File: src/rtl/dataline_word_decoder.sv
module dataline_word_decoder #(
  parameter logic [7:0] START_CODE = 8'h9B,
  parameter int         WIN_BITS   = 24
) (
  input  logic        clk,
  input  logic        rst_n,
  input  logic        line_gate,
  input  logic        sym_en,
  input  logic        sym_in,
  output logic [39:0] stage,
  output logic        line_done,
  output logic        line_err
);
  localparam int FRAME_BITS = 96;
  localparam int WIN_W = $clog2(WIN_BITS + 1);
  localparam int CNT_W = $clog2(FRAME_BITS + 1);
  localparam logic [WIN_W-1:0] WIN_L   = WIN_W'(WIN_BITS);
  localparam logic [WIN_W-1:0] FILL_L  = WIN_W'(7);
  localparam logic [CNT_W-1:0] FRAME_L = CNT_W'(FRAME_BITS);

  logic             gate_d, phase, half0, started, err_q;
  logic [7:0]       sr;
  logic [WIN_W-1:0] win_cnt;
  logic [CNT_W-1:0] bit_cnt;
  logic [5:0]       pos;

  wire       active  = gate_d & line_gate;
  wire       bit_v   = half0;
  wire       bip_err = (half0 == sym_in);
  wire [3:0] widx    = bit_cnt[6:3];
  wire       keep    = started && (bit_cnt < FRAME_L) && (widx == 4'd2 || widx >= 4'd8);
  wire       hit     = !started && (win_cnt >= FILL_L) && (win_cnt < WIN_L) &&
                       ({sr[6:0], bit_v} == START_CODE);

  always_comb begin
    if (widx == 4'd2) pos = 6'(7 - int'(bit_cnt[2:0]));
    else              pos = 6'(39 - 8 * (int'(widx) - 8) - int'(bit_cnt[2:0]));
  end

  always_ff @(posedge clk or negedge rst_n) begin
    if (!rst_n) begin
      gate_d    <= 1'b0;
      phase     <= 1'b0;
      half0     <= 1'b0;
      started   <= 1'b0;
      err_q     <= 1'b0;
      sr        <= '0;
      win_cnt   <= '0;
      bit_cnt   <= '0;
      stage     <= '1;
      line_done <= 1'b0;
      line_err  <= 1'b0;
    end else begin
      gate_d    <= line_gate;
      line_done <= 1'b0;
      if (line_gate && !gate_d) begin
        phase   <= 1'b0;
        started <= 1'b0;
        err_q   <= 1'b0;
        sr      <= '0;
        win_cnt <= '0;
        bit_cnt <= '0;
        stage   <= '1;
      end else if (gate_d && !line_gate) begin
        line_done <= 1'b1;
        line_err  <= !(started && bit_cnt == FRAME_L && !err_q);
      end else if (active && sym_en) begin
        if (!phase) begin
          half0 <= sym_in;
          phase <= 1'b1;
        end else begin
          phase <= 1'b0;
          if (!started) begin
            sr <= {sr[6:0], bit_v};
            if (win_cnt < WIN_L) win_cnt <= win_cnt + 1'b1;
            if (hit) begin
              started <= 1'b1;
              bit_cnt <= '0;
            end
          end else if (bit_cnt < FRAME_L) begin
            bit_cnt <= bit_cnt + 1'b1;
            if (keep) begin
              stage[pos] <= bit_v;
              if (bip_err) err_q <= 1'b1;
            end
          end
        end
      end
    end
  end
endmodule


File: config.mk
export PLATFORM = sky130hd
export DESIGN_NAME = dataline_word_decoder
export DESIGN_NICKNAME = d
export VERILOG_FILES = /design/src/rtl/dataline_word_decoder.sv
export SDC_FILE = /design/constraint.sdc
export NUM_CORES = 1
export LEC_CHECK = 0
export BUFFER_PORTS_ARGS = -buffer_cell sky130_fd_sc_hd__buf_2
export CAP_MARGIN = 10
export CORE_UTILIZATION = 55
export CTS_BUF_LIST = sky130_fd_sc_hd__clkbuf_16
export DETAILED_ROUTE_END_ITERATION = 7
export PLACE_DENSITY = 0.88
export SKIP_CTS_REPAIR_TIMING = 1
export SYNTH_ARGS = -nofsm -noshare
export SYNTH_HDL_FRONTEND = slang
export SYNTH_SLANG_ARGS = --single-unit
File: constraint.sdc
create_clock -name clk -period 2.68 [get_ports clk]
set_clock_uncertainty 0.15 [all_clocks]
set_input_delay 0.268 -clock clk [delete_from_list [all_inputs] [get_ports clk]]
set_output_delay 0.268 -clock clk [all_outputs]
set_load 0.01 [all_outputs]
==> impl_metrics.env <==
export IMPL_status="finished, violations left"
export IMPL_violations="hold timing"
export IMPL_die_height_um=82.6
export IMPL_slowest_stage="nor3_2"
export IMPL_grt_first_pass_wirelength_um=14100
export IMPL_clock_fmax_mhz=402
export IMPL_ant_nets=0
export IMPL_first_iter_violations=181
export IMPL_num_rows=28
export IMPL_grt_pass1_vias=2878
export IMPL_h_tree_depth=3
export IMPL_r2r_end="stage[37]"
export IMPL_pin_count=47
export IMPL_io_buffers=46
export IMPL_cp_max_fo=8
export IMPL_ff2ff_path_depth=8
export IMPL_drive_above_1_share=0.316
export IMPL_hold_depth=1
export IMPL_postSynthCellCount=350
export IMPL_coreArea_um2=6100
export IMPL_syn_to_final_growth_pct=18.6
export IMPL_synth_nets=366
export IMPL_vias=2908
export IMPL_synth_edf_count=0
export IMPL_worst_endpoint_required_ns=2.78
export IMPL_cp_end_kind="register"
export IMPL_setup_viol_count_final=0
export IMPL_hp_class="input pin to register"
export IMPL_finalMaxSlewViolations=0
export IMPL_fillers=448
export IMPL_p_per_area_nw_per_um2=633
export IMPL_cts_sinks=66
export IMPL_track_usage=0.283
export IMPL_via_per_inst=6.02
export IMPL_n_antenna_cell=0
export IMPL_cts_buffer_depth=2
export IMPL_post_synth_cell_area_avg_um2=10.2
export IMPL_min_delay_start="line_gate"
export IMPL_antenna_found_initial=0
export IMPL_synth_flop_cell="dfstp_2"
export IMPL_placed_area_um2=3910
export IMPL_cts_root_buf="clkbuf_16"
export IMPL_min_period_over_period=0.929
export IMPL_hold_violations=1
export IMPL_cts_tree="yes"
export IMPL_grt_overflow_total=0
export IMPL_cts_clk_slew_worst_paths_ns=0.06
export IMPL_hold_ws_ns=-0.00255
export IMPL_fp_dieW_um=82.6
export IMPL_rrSetupSlack_ns=0.19
export IMPL_min_period_ns=2.49
export IMPL_ys_seq_area_frac=0.477
export IMPL_ir_worst_vdd_mv=0.416
export IMPL_hpwl_um=5800
export IMPL_arrival_ns=2.59
export IMPL_synth_area_um2=3570
export IMPL_worst_pin_slew_ns=0.700
export IMPL_drv_cap=0
export IMPL_final_common_cell="nor2_1"
export IMPL_dr_pass1_iters=4
export IMPL_critPathKind="register to register"
export IMPL_rsz0062_at_grt="no"
export IMPL_hold_end="gate_d"
export IMPL_gp_congestion=0.899
export IMPL_synth_async_reset_ratio=1.00
export IMPL_start_util=0.586
export IMPL_drc_errors=0
export IMPL_slew_headroom=0.533
export IMPL_cts_made_buffers=9
export IMPL_r2r_start="bit_cnt[2]"
export IMPL_die_area_um2=6820
export IMPL_crit_path_start_kind="register"
export IMPL_fin_area_um2=4240
export IMPL_clock_latency_ns=0.33
export IMPL_routedWlPerCell_um=17.9
export IMPL_wl_um=8660
export IMPL_finalNetCount=419
export IMPL_synth_warnings=0
export IMPL_path_cells="inv_1 -> ha_1 -> nor3_2 -> nand2_1 -> o21ai_1 -> buf_4 -> nand4_1 -> mux2i_1"
export IMPL_grt_max_degree=40
export IMPL_finalSetupTns_ns=0
export IMPL_netlist_cell_type_count=54
export IMPL_synth_seq_cells=66
export IMPL_leakagePower_nw=1.85
export IMPL_mostFrequentLayoutCells="nor2_1 (50), buf_2 (46), dfstp_2 (40)"
export IMPL_worst_path_largest_cell_delay_ns=0.46
[power by group]
part / internal, W / switching (W)
logic: 0.000132 / 0.000289
registers: 0.00102 / 0.0000287
clock network: 0.000774 / 0.000436
total: 0.00193 / 0.000754
[per-stage QoR]
stage,std cells,power [W],setup WS [ns],utilization,hold slack (ns)
after floorplan,350,0.00134,0.491,-,-0.178
after CTS,481,0.00268,0.161,0.692,-0.130
final,483,0.00268,0.191,0.695,-0.00255
after global placement,465,0.00145,0.366,0.641,0.199
after global routing,483,0.00277,0.0345,0.695,0.00944
after detailed placement,465,0.00147,0.270,0.641,0.209
[per-layer routing]
layer,vias to the layer above,global-route usage,part of all wire
li1,1360,-,-
met5,-,0,0
met3,24,0.0582,0.056
met4,0,0.141,0.029
met1,1429,0.386,0.44
met2,95,0.427,0.48
[area by class of cell]
type | count | area [um2] | area share
inverters | 12 | 45.0 | 0.0106
well taps | 75 | 93.8 | 0.0222
clock buffers | 10 | 250 | 0.0591
repair buffers | 59 | 330 | 0.0780
flip-flops and latches | 66 | 1700 | 0.402
multi-input cells | 255 | 1750 | 0.413
clock inverters | 6 | 63.8 | 0.0151
[kinds of logic (layout without fill, tap and decap cells)]
| logic type | Yosys count | after routing | synth area share |
|---|---|---|---|
| flip-flops | 66 | 66 | 0.477 |
| XOR/XNOR | 4 | 4 | 0.0119 |
| AO/OA/AOI/OAI | 52 | 52 | 0.111 |
| adder cells (fa/ha/maj) | 11 | 11 | 0.0385 |
| buffers and inverters | 29 | 87 | 0.0343 |
| multiplexers | 40 | 40 | 0.112 |
| AND/OR/NAND/NOR | 148 | 148 | 0.215 |
[worst max-delay path, delay by kind of cell, from the launching register on]
kind | cells | cell delay [ns]
AND/OR/NAND/NOR | 3 | 0.75
flip-flops | 1 | 0.44
adder cells (fa/ha/maj) | 1 | 0.41
buffers and inverters | 2 | 0.32
multiplexers | 1 | 0.19
AO/OA/AOI/OAI | 1 | 0.15
[cell usage after synthesis (4+ instances only)]
cell | n | area [um2]
nand4_1 | 6 | 37.5
nor3_1 | 7 | 35.0
o31ai_1 | 5 | 37.5
a21oi_1 | 6 | 30.0
dfstp_2 | 40 | 1050
a22o_1 | 7 | 61.3
nor2_1 | 51 | 191
clkbuf_1 | 9 | 33.8
nand2b_1 | 4 | 25.0
nor3b_1 | 4 | 30.0
buf_2 | 5 | 25.0
inv_1 | 12 | 45.0
mux2i_1 | 39 | 390
nor3_2 | 4 | 40.0
ha_1 | 11 | 138
nand3_1 | 25 | 125
dfrtp_1 | 26 | 651
nand2_1 | 18 | 67.6
and3_1 | 10 | 62.6
o21ai_0 | 9 | 45.0
[sequential cells by signal, indices dropped and copies added, names as in the netlist]
name	cells
started	1
bit_cnt	7
bit_v	1
err_q	1
stage	40
gate_d	1
line_done	1
sr	7
win_cnt	5
line_err	1
phase	1
[worst max-delay path by stage]
stage | start | to | depth (start not counted)
after global routing | bit_cnt[2] | stage[37] | 8
after floorplan | bit_cnt[2] | stage[27] | 8
after global placement | bit_cnt[2] | stage[26] | 7
after detailed placement | bit_cnt[2] | stage[26] | 7
after CTS | bit_cnt[2] | stage[28] | 7
final | bit_cnt[2] | stage[37] | 8
(Power assumes the default switching activity.)
